$ cat config.mk
export PLATFORM = sky130hd
export DESIGN_NAME = fault_conf_counter
export DESIGN_NICKNAME = d
export VERILOG_FILES = /design/src/rtl/fcec_pkg.sv /design/src/rtl/fcec_dom_run.sv /design/src/rtl/fcec_recovery.sv /design/src/rtl/fault_conf_counter.sv
export SDC_FILE = /design/constraint.sdc
export NUM_CORES = 1
export LEC_CHECK = 0
export CAP_MARGIN = 10
export CORE_AREA = 8 8 92 94
export DETAILED_ROUTE_END_ITERATION = 12
export DIE_AREA = 0 0 100 102
export GPL_TIMING_DRIVEN = 0
export MAX_ROUTING_LAYER = met4
export PLACE_DENSITY = 0.65
export SLEW_MARGIN = 20
export SYNTH_ARGS = -nofsm -noshare
export SYNTH_HDL_FRONTEND = slang
export SYNTH_SLANG_ARGS = --single-unit
$ cat constraint.sdc
create_clock -name clk -period 4.1 [get_ports clk]
set_input_delay 0.615 -clock clk [delete_from_list [all_inputs] [get_ports clk]]
set_output_delay 0.615 -clock clk [all_outputs]
set_load 0.02 [all_outputs]
$ cat src/rtl/fcec_pkg.sv
`timescale 1ns/1ps
package fcec_pkg;
    typedef enum logic [1:0] {
        ST_ACTIVE  = 2'd0,
        ST_PASSIVE = 2'd1,
        ST_BUSOFF  = 2'd2
    } conf_state_e;
endpackage

$ cat src/rtl/fcec_dom_run.sv
`timescale 1ns/1ps
// Tracks consecutive dominant bits after a flag and pulses a penalty
// on the first threshold and on every REPEAT bits after it.
module fcec_dom_run #(
    parameter int FIRST_ACT = 14,
    parameter int FIRST_PAS = 8,
    parameter int REPEAT    = 8
) (
    input  logic clk,
    input  logic rst_n,
    input  logic clr,
    input  logic bit_stb,
    input  logic bit_dom,
    input  logic ctx_pas,
    output logic penalty
);
    localparam int FIRST_MAX = (FIRST_ACT > FIRST_PAS) ? FIRST_ACT : FIRST_PAS;
    localparam int RUN_W     = $clog2(FIRST_MAX + 1);
    localparam int REP_W     = (REPEAT > 1) ? $clog2(REPEAT) : 1;
    localparam logic [RUN_W-1:0] THR_ACT  = RUN_W'(FIRST_ACT);
    localparam logic [RUN_W-1:0] THR_PAS  = RUN_W'(FIRST_PAS);
    localparam logic [REP_W-1:0] REP_LAST = REP_W'(REPEAT - 1);

    typedef struct packed {
        logic [RUN_W-1:0] run;
        logic [REP_W-1:0] rep;
    } run_t;

    run_t cur_q, nxt_d;
    logic [RUN_W-1:0] thr_d;

    always_comb begin
        nxt_d   = cur_q;
        penalty = 1'b0;
        thr_d   = ctx_pas ? THR_PAS : THR_ACT;
        if (clr) begin
            nxt_d = '0;
        end else if (bit_stb) begin
            if (!bit_dom) begin
                nxt_d = '0;
            end else if (cur_q.run < thr_d - 1'b1) begin
                nxt_d.run = cur_q.run + 1'b1;
            end else if (cur_q.run == thr_d - 1'b1) begin
                nxt_d.run = thr_d;
                nxt_d.rep = '0;
                penalty   = 1'b1;
            end else if (cur_q.rep == REP_LAST) begin
                nxt_d.rep = '0;
                penalty   = 1'b1;
            end else begin
                nxt_d.rep = cur_q.rep + 1'b1;
            end
        end
    end

    always_ff @(posedge clk or negedge rst_n) begin
        if (!rst_n) cur_q <= '0;
        else        cur_q <= nxt_d;
    end
endmodule

$ cat src/rtl/fcec_recovery.sv
`timescale 1ns/1ps
// Counts runs of consecutive recessive bits while bus off.
module fcec_recovery #(
    parameter int BITS = 11,
    parameter int RUNS = 128
) (
    input  logic clk,
    input  logic rst_n,
    input  logic en,
    input  logic bit_stb,
    input  logic bit_rec,
    output logic done
);
    localparam int BIT_W  = $clog2(BITS);
    localparam int RUNS_W = $clog2(RUNS);
    localparam logic [BIT_W-1:0]  LAST_BIT = BIT_W'(BITS - 1);
    localparam logic [RUNS_W-1:0] LAST_RUN = RUNS_W'(RUNS - 1);

    typedef struct packed {
        logic [BIT_W-1:0]  bits;
        logic [RUNS_W-1:0] runs;
    } rcv_t;

    rcv_t cur_q, nxt_d;

    always_comb begin
        nxt_d = cur_q;
        done  = 1'b0;
        if (!en) begin
            nxt_d = '0;
        end else if (bit_stb) begin
            if (!bit_rec) begin
                nxt_d.bits = '0;
            end else if (cur_q.bits == LAST_BIT) begin
                nxt_d.bits = '0;
                nxt_d.runs = cur_q.runs + 1'b1;
                done       = (cur_q.runs == LAST_RUN);
            end else begin
                nxt_d.bits = cur_q.bits + 1'b1;
            end
        end
    end

    always_ff @(posedge clk or negedge rst_n) begin
        if (!rst_n) cur_q <= '0;
        else        cur_q <= nxt_d;
    end
endmodule

$ cat src/rtl/fault_conf_counter.sv
`timescale 1ns/1ps
module fault_conf_counter
    import fcec_pkg::*;
#(
    parameter int TEC_W      = 9,
    parameter int REC_W      = 8,
    parameter int PASS_LVL   = 128,
    parameter int BOFF_LVL   = 256,
    parameter int WARN_LVL   = 96,
    parameter int PENALTY    = 8,
    parameter int REC_RELOAD = 127,
    parameter int ACT_RUN    = 14,
    parameter int PAS_RUN    = 8,
    parameter int RPT_RUN    = 8,
    parameter int RCV_BITS   = 11,
    parameter int RCV_RUNS   = 128
) (
    input  logic             clk,
    input  logic             rst_n,
    input  logic             is_tx_i,
    input  logic             rx_err_i,
    input  logic             rx_err_flag_bit_i,
    input  logic             tx_flag_i,
    input  logic             exc_ack_i,
    input  logic             exc_arb_stuff_i,
    input  logic             flag_bit_err_i,
    input  logic             first_dom_i,
    input  logic             post_bit_i,
    input  logic             post_dom_i,
    input  logic             post_pas_ctx_i,
    input  logic             tx_done_i,
    input  logic             rx_done_i,
    input  logic             bus_bit_i,
    input  logic             bus_rec_i,
    output logic [TEC_W-1:0] tec_o,
    output logic [REC_W-1:0] rec_o,
    output logic [1:0]       state_o,
    output logic             warn_o
);
    // Sums are one bit wider than the counters.
    localparam logic [TEC_W:0]   T_PEN    = (TEC_W+1)'(PENALTY);
    localparam logic [TEC_W:0]   T_MAX    = (TEC_W+1)'((1 << TEC_W) - 1);
    localparam logic [TEC_W-1:0] T_PASS   = TEC_W'(PASS_LVL);
    localparam logic [TEC_W-1:0] T_BOFF   = TEC_W'(BOFF_LVL);
    localparam logic [TEC_W-1:0] T_WARN   = TEC_W'(WARN_LVL);
    localparam logic [REC_W:0]   R_PEN    = (REC_W+1)'(PENALTY);
    localparam logic [REC_W:0]   R_ONE    = (REC_W+1)'(1);
    localparam logic [REC_W:0]   R_CEIL   = (REC_W+1)'(PASS_LVL);
    localparam logic [REC_W-1:0] R_PASS   = REC_W'(PASS_LVL);
    localparam logic [REC_W-1:0] R_TOP    = REC_W'(PASS_LVL - 1);
    localparam logic [REC_W-1:0] R_RELOAD = REC_W'(REC_RELOAD);
    localparam logic [REC_W-1:0] R_WARN   = REC_W'(WARN_LVL);

    typedef struct packed {
        logic [TEC_W-1:0] tec;
        logic [REC_W-1:0] rec;
        conf_state_e      st;
        logic             warn;
    } regs_t;

    regs_t cur_q, nxt_d;

    logic             live;
    logic             dom_pen;
    logic             recov_done;
    logic             tx_flag_counts;
    logic [TEC_W-1:0] tec_base;
    logic [TEC_W:0]   tec_inc;
    logic [TEC_W:0]   tec_sum;
    logic [REC_W-1:0] rec_base;
    logic [REC_W:0]   rec_inc;
    logic [REC_W:0]   rec_sum;

    assign live = (cur_q.st != ST_BUSOFF);

    fcec_dom_run #(
        .FIRST_ACT (ACT_RUN),
        .FIRST_PAS (PAS_RUN),
        .REPEAT    (RPT_RUN)
    ) u_dom_run (
        .clk     (clk),
        .rst_n   (rst_n),
        .clr     (!live),
        .bit_stb (post_bit_i && live),
        .bit_dom (post_dom_i),
        .ctx_pas (post_pas_ctx_i),
        .penalty (dom_pen)
    );

    fcec_recovery #(
        .BITS (RCV_BITS),
        .RUNS (RCV_RUNS)
    ) u_recovery (
        .clk     (clk),
        .rst_n   (rst_n),
        .en      (!live),
        .bit_stb (bus_bit_i),
        .bit_rec (bus_rec_i),
        .done    (recov_done)
    );

    always_comb begin
        // Transmit side: decrement first, then weighted penalties.
        tx_flag_counts = tx_flag_i && !exc_arb_stuff_i &&
                         !(exc_ack_i && (cur_q.st == ST_PASSIVE));
        tec_base = cur_q.tec;
        if (tx_done_i && (cur_q.tec != '0)) tec_base = cur_q.tec - 1'b1;
        tec_inc = (tx_flag_counts              ? T_PEN : '0)
                + ((flag_bit_err_i && is_tx_i) ? T_PEN : '0)
                + ((dom_pen && is_tx_i)        ? T_PEN : '0);
        tec_sum = {1'b0, tec_base} + tec_inc;
        if (tec_sum > T_MAX) tec_sum = T_MAX;

        // Receive side: clean-reception adjust, then penalties, ceiling.
        rec_base = cur_q.rec;
        if (rx_done_i) begin
            if (cur_q.rec == '0)         rec_base = '0;
            else if (cur_q.rec <= R_TOP) rec_base = cur_q.rec - 1'b1;
            else                         rec_base = R_RELOAD;
        end
        rec_inc = ((rx_err_i && !rx_err_flag_bit_i) ? R_ONE : '0)
                + (first_dom_i                      ? R_PEN : '0)
                + ((flag_bit_err_i && !is_tx_i)     ? R_PEN : '0)
                + ((dom_pen && !is_tx_i)            ? R_PEN : '0);
        rec_sum = {1'b0, rec_base} + rec_inc;
        if (rec_sum > R_CEIL) rec_sum = R_CEIL;

        nxt_d = cur_q;
        if (!live) begin
            if (recov_done) begin
                nxt_d.tec = '0;
                nxt_d.rec = '0;
                nxt_d.st  = ST_ACTIVE;
            end
        end else begin
            nxt_d.tec = tec_sum[TEC_W-1:0];
            nxt_d.rec = rec_sum[REC_W-1:0];
            if (nxt_d.tec >= T_BOFF)
                nxt_d.st = ST_BUSOFF;
            else if ((nxt_d.tec >= T_PASS) || (nxt_d.rec >= R_PASS))
                nxt_d.st = ST_PASSIVE;
            else
                nxt_d.st = ST_ACTIVE;
        end
        nxt_d.warn = (nxt_d.tec >= T_WARN) || (nxt_d.rec >= R_WARN);
    end

    always_ff @(posedge clk or negedge rst_n) begin
        if (!rst_n) begin
            cur_q.tec  <= '0;
            cur_q.rec  <= '0;
            cur_q.st   <= ST_ACTIVE;
            cur_q.warn <= 1'b0;
        end else begin
            cur_q <= nxt_d;
        end
    end

    assign tec_o   = cur_q.tec;
    assign rec_o   = cur_q.rec;
    assign state_o = cur_q.st;
    assign warn_o  = cur_q.warn;
endmodule

Word-level counts from Yosys, hierarchy flattened
Index checks and enable logic that the tools add are counted.
{"block": "totals", "ff_bits": 38, "latch_bits": 0, "ramBits": 0, "mem_bits_ro": 0, "input_bits": 17, "out_inout_bits": 20, "n_memories": 0}
{"block": "classes", "n_addsub": 14, "multipliers": 0, "div": 0, "order_cmp": 9, "eq_ne": 9, "shifts": 0, "n_mux": 42, "n_bitwise": 0, "reduce_logical": 25}
{"cell": "2-to-1 mux 4 bit", "n": 10}
{"cell": "2-to-1 mux 19 bit", "n": 2}
{"cell": "2-to-1 mux 7 bit", "n": 5}
{"cell": "2-to-1 mux 8 bit", "n": 4}
{"cell": "2-to-1 mux 11 bit", "n": 2}
{"cell": "2-to-1 mux 9 bit", "n": 2}
{"cell": "adder 5 x 4 -> 6 bit", "n": 2}
{"cell": "2-to-1 mux 1 bit", "n": 12}
{"cell": "2-to-1 mux 3 bit", "n": 4}
{"cell": "adder 9 x 6 -> 10 bit", "n": 1}
{"cell": "greater-than comparator 10 x 9 -> 1 bit (second input constant)", "n": 1}
{"cell": "logical AND 1 bit", "n": 10}
{"cell": "adder 8 x 7 -> 9 bit", "n": 1}
{"cell": "greater-or-equal comparator 9 x 7 -> 1 bit (second input constant)", "n": 1}
{"cell": "greater-or-equal comparator 9 x 8 -> 1 bit (second input constant)", "n": 1}
{"cell": "greater-or-equal comparator 9 bit (second input constant)", "n": 1}
{"cell": "greater-than comparator 9 x 8 -> 1 bit (second input constant)", "n": 1}
{"cell": "nonzero test 9 bit", "n": 1}
{"cell": "subtractor 9 x 1 -> 9 bit (second input constant)", "n": 1}
{"cell": "adder 4 x 1 -> 4 bit (second input constant)", "n": 2}
{"cell": "greater-or-equal comparator 8 x 7 -> 1 bit (second input constant)", "n": 1}
{"cell": "greater-or-equal comparator 8 bit (second input constant)", "n": 1}
{"cell": "less-or-equal comparator 8 x 7 -> 1 bit (second input constant)", "n": 1}
{"cell": "logical NOT 8 bit", "n": 1}
{"cell": "other kinds (23)", "n": 31}

Longest topological paths before layout
{"block": "depth", "word_depth": 21, "depth_mapped": 17, "depth_no_buf": 17}

Hierarchy
A second synthesis with hierarchy kept.
{"block": "hier_totals", "cells_unflattened": 345, "hier_area_um2": 3019.1}
{"mod": "fault_conf_counter", "n_inst": 1, "cells_each": 222, "area_each_um2": 1884.3, "seq_area_each_um2": 500.5}
{"mod": "fcec_recovery", "n_inst": 1, "cells_each": 65, "area_each_um2": 614.3, "seq_area_each_um2": 275.3}
{"mod": "fcec_dom_run", "n_inst": 1, "cells_each": 58, "area_each_um2": 520.5, "seq_area_each_um2": 175.2}

Least setup slack after synthesis
OpenSTA, ideal clock, no wires.
{"block": "synth_path", "path_kind": "reg-to-reg", "start": "reg cur_q, in the netlist rec_o[0]", "end": "reg cur_q, in the netlist warn_o", "arrival_time_ps": 3896, "required_time_ps": 3966, "setup_slack_ps": 71, "path_stages_with_launch": 17, "path_buffers": 0, "synth_period_minus_slack_ps": 4029, "cell_sequence": "dfrtp_1 inv_1 ha_1 or4b_1 o21ai_0 a21oi_1 a21oi_1 fa_1 inv_1 ha_1 ha_1 a21o_1 a21oi_1 nand2_1 mux2_4 a221oi_2 nand4bb_1"}
{"element": "from (decl)", "line": "fault_conf_counter.sv:61", "rtl": "regs_t cur_q, nxt_d;"}
{"element": "from (signal assigned)", "line": "fault_conf_counter.sv:155", "rtl": "cur_q <= nxt_d;"}

==> impl_metrics.py <==
metrics = {
    "synth": {
        "ys_warn_count": 0,
        "syn-mean-instance-area_um2": 8.98,
        "async_sr_flop_fraction_pct": 100,
        "synth.top_cells.by_area": "sky130_fd_sc_hd__dfrtp_1, sky130_fd_sc_hd__ha_1, sky130_fd_sc_hd__nand2_1",
        "synthesis.nets": 359,
        "netlist_area_um2": 2830,
        "synth_sequential_area_ratio_pct": 33.6,
        "synth_seq_cells": 38,
        "synth_ff_type": "sky130_fd_sc_hd__dfrtp_1",
        "top_cell_types_by_occurrence_after_synthesis": "sky130_fd_sc_hd__dfrtp_1, sky130_fd_sc_hd__nand2_1, sky130_fd_sc_hd__ha_1, sky130_fd_sc_hd__nor2_1",
        "yosysMostFrequentCell": "sky130_fd_sc_hd__dfrtp_1",
        "yosys.cell_types.count": 54,
        "synthCells": 315,
        "yosys.area.top_type_share_pct": 33.6,
        "synth_edf_count": 0,
        "top_cell_type_by_total_area_after_synthesis": "sky130_fd_sc_hd__dfrtp_1",
    },
    "critical_path": {
        "critical_path.cell_chain": "inv_2 -> ha_1 -> or4b_4 -> o21ai_4 -> a21oi_1 -> a21oi_2 -> fa_1 -> inv_1 -> ha_1 -> ha_1 -> a21o_1 -> a21oi_4 -> nand2_1 -> mux2_4 -> a221oi_2 -> nand4bb_1",
        "worst_r2r_path_depth": 16,
        "worstSetupEndpoint": "warn_o",
        "worst_setup_path_startpoint": "rec_o[0]",
        "cp_slowest_cell": "sky130_fd_sc_hd__or4b_4",
        "regToRegSetupSlack_ps": 210,
        "crit_path_frequent_cell": "sky130_fd_sc_hd__ha_1",
        "timing.setup.critical_path_class": "flip-flop to flip-flop",
        "cp.arrival_ps": 4050,
        "worst_setup_sp_type": "flip-flop",
        "rr_startpoint": "rec_o[0]",
        "max_stage_delay_ps": 500,
        "timing.critical_path.required_ps": 4260,
        "reg2reg_to": "warn_o",
        "timing.critical_path.fanout_max": 6,
        "critical_path.endpoint_type": "flip-flop",
    },
    "drt": {
        "drt-total-wl_mm": 6.28,
        "avg_vias_per_cell": 5.23,
        "antenna_left": 0,
        "first_pass_iters": 4,
        "wl_per_cell_um": 13.7,
        "num_vias": 2408,
        "detail_route.drc_violations": 0,
        "drt_first_iter_violations": 49,
    },
    "clocking": {
        "cts_num_sinks": 38,
        "clock_tree_from_tritoncts": "yes",
        "tritoncts.num_buffers": 5,
        "clock_tree.buffer_depth": 2,
        "cts_root_buf": "sky130_fd_sc_hd__clkbuf_8",
        "post_cts_hold_buffer_count": 0,
        "insertion_delay_ps": 300,
        "cts_htree_levels": 2,
        "worst_setup_hold_path_clk_slew_ps": 90,
    },
    "grt": {
        "grt_pass1_vias": 2374,
        "grt_pass1_wl_mm": 10.8,
        "grt_max_degree": 29,
        "initial_antenna_violation_count": 0,
        "grt_usage_pct": 13.2,
        "global_route.overflow_total": 0,
    },
    "die": {
        "chipHeight_um": 102,
        "core.rowCount": 31,
        "i_o_pins": 37,
        "die-width_um": 100,
        "core_um2": 7060,
        "die_area_um2": 10200,
        "initial_core_util_pct": 40.1,
    },
    "timing": {
        "slew_violations": 0,
        "post-route-min-period_ps": 3890,
        "period_share_pct": 95.0,
        "fin_worst_setup_slack_ps": 206,
        "finalSetupViolations": 0,
        "final-hold-violation-count": 0,
        "slew_limit_headroom_pct": 62.8,
        "maxClockFrequency_ghz": 0.257,
        "tightestPinTransition_ps": 543,
        "fin_skew_ps": 10.3,
    },
    "placed_design": {
        "placement.setup.worst_slack_ps": -259,
        "routability_driven_placement_congestion_ratio": 0.818,
        "port_buffers": 35,
        "dpl.hpwl_mm": 4.79,
        "placedCellCount": 450,
    },
    "finish": {
        "final_cell_count_no_fill": 460,
        "area.growth.synth_to_final_pct": 23.5,
        "fraction_of_layout_instances_using_a_drive_strength_above_1_pct": 10.8,
        "finish.net_count": 404,
        "n_antenna_cell": 0,
        "number_of_fill_cells_in_the_layout": 715,
    },
    "pwr": {
        "pwr_density_cell_nw_per_um2": 672,
        "leakage_component_of_the_power_nw": 1.51,
        "worst_ir_drop_vdd_mv": 0.410,
    },
    "run": {
        "maxCapViolCount": 0,
    },
    "run_status": {
        "outcome": "finished, final reports clean",
    },
    "hold_path": {
        "holdCritPathClass": "input pin to asynchronous set/reset pin",
    },
}
==> sequential cells by signal, summed over array words and instances, names as in the netlist <==
signal and count:
u_recovery.cur_q 11, rec_o 8, warn_o 1, u_dom_run.cur_q 7
state_o 2, tec_o 9
==> logic make-up after synthesis <==
| family | Yosys count | share of synthesized area (%) |
|---|---|---|
| compound gates | 82 | 20.2 |
| xor+xnor | 12 | 3.72 |
| fa+ha+maj | 27 | 12.7 |
| buf+inv | 29 | 3.94 |
| flops | 38 | 33.6 |
| mux | 9 | 3.67 |
| simple gates | 118 | 22.1 |
==> worst max-delay path: cells and delay by family, from the launching register on <==
| kind | cells | cell delay (ps) |
|---|---|---|
| flops | 1 | 440 |
| mux | 1 | 330 |
| fa+ha+maj | 4 | 1060 |
| simple gates | 3 | 730 |
| buf+inv | 2 | 150 |
| compound gates | 6 | 1050 |
==> worst min path at each step <==
stage	to	cells after the start
2_1_floorplan	rec_o[0]	0
3_3_place_gp	u_dom_run.cur_q[1]	1
3_5_place_dp	u_dom_run.cur_q[1]	1
4_1_cts	tec_o[0]	1
5_1_grt	tec_o[0]	1
6_report	tec_o[0]	1
==> layer usage <==
layer / up-vias / share of wire, % / global-route usage [%] / wire (um)
li1: 1228 / - / - / -
met1: 1130 / 50 / 17.1 / 3170
met2: 44 / 45 / 20.7 / 2840
met3: 6 / 3.1 / 2.11 / 194
met4: 0 / 1.3 / 4.07 / 82
met5: - / 0 / - / 0
==> what timing repair did <==
item | in CTS | in global routing
setup buffers | 0 | 2
setup endpoints to repair | 10 | 12
pin swaps | 0 | 1
cloned | 0 | 0
resized for setup | 3 | 10
==> cell usage in the layout (no fill, tap or decap), types with 3 or more instances in the layout <==
cell type | synthesis | final
sky130_fd_sc_hd__a21o_1 | 4 | 4
sky130_fd_sc_hd__dfrtp_1 | 38 | 37
sky130_fd_sc_hd__nor2_1 | 24 | 24
sky130_fd_sc_hd__mux2i_1 | 5 | 5
sky130_fd_sc_hd__xor2_1 | 6 | 6
sky130_fd_sc_hd__ha_1 | 24 | 24
sky130_fd_sc_hd__nand3b_1 | 3 | 3
sky130_fd_sc_hd__nand2b_1 | 7 | 7
sky130_fd_sc_hd__fa_1 | 3 | 3
sky130_fd_sc_hd__inv_1 | 22 | 21
sky130_fd_sc_hd__or3_1 | 3 | 3
sky130_fd_sc_hd__clkbuf_8 | 0 | 5
sky130_fd_sc_hd__nor2b_1 | 9 | 9
sky130_fd_sc_hd__clkdlybuf4s50_1 | 0 | 34
sky130_fd_sc_hd__o21ai_0 | 22 | 20
sky130_fd_sc_hd__nand2_1 | 33 | 33
sky130_fd_sc_hd__a21oi_1 | 20 | 18
sky130_fd_sc_hd__a22o_1 | 12 | 12
sky130_fd_sc_hd__nand3_1 | 9 | 9
sky130_fd_sc_hd__nor3_1 | 8 | 8
sky130_fd_sc_hd__a31oi_1 | 5 | 4
sky130_fd_sc_hd__clkbuf_1 | 5 | 5
sky130_fd_sc_hd__nand4_1 | 4 | 4
sky130_fd_sc_hd__xnor2_1 | 6 | 6
sky130_fd_sc_hd__nor4_1 | 5 | 4
==> power by group <==
| group | internal [W] | switching, W | leakage [nW] |
|---|---|---|---|
| clock | 0.000181 | 0.000146 | 0.0504 |
| sequential | 0.000475 | 0.000139 | 0.503 |
| combinational | 0.000618 | 0.000787 | 0.957 |
==> cell type report <==
| cell class | instances | area [um^2] | area share, % |
|---|---|---|---|
| Sequential cell | 38 | 952 | 27.3 |
| Multi-Input combinational cell | 248 | 1810 | 51.9 |
| Buffer | 7 | 28.8 | 0.824 |
| Tap cell | 99 | 124 | 3.55 |
| Clock inverter | 3 | 45.0 | 1.29 |
| Clock buffer | 5 | 68.8 | 1.97 |
| Timing Repair Buffer | 38 | 380 | 10.9 |
| Inverter | 22 | 82.6 | 2.36 |
==> per-stage QoR <==
step	util [%]	total power (W)	TNS, ps	hold WS, ps	cell area, um^2
after floorplan	-	0.00154	0	319	2830
after global placement	46.8	0.00194	-1340	490	3300
after detailed placement	47.0	0.00197	-1450	494	3320
after CTS	48.7	0.00231	0	186	3440
after global routing	49.5	0.00254	-3.10	197	3490
final	49.5	0.00235	0	188	3490
No activity file was read; power rests on OpenSTA's default activity.
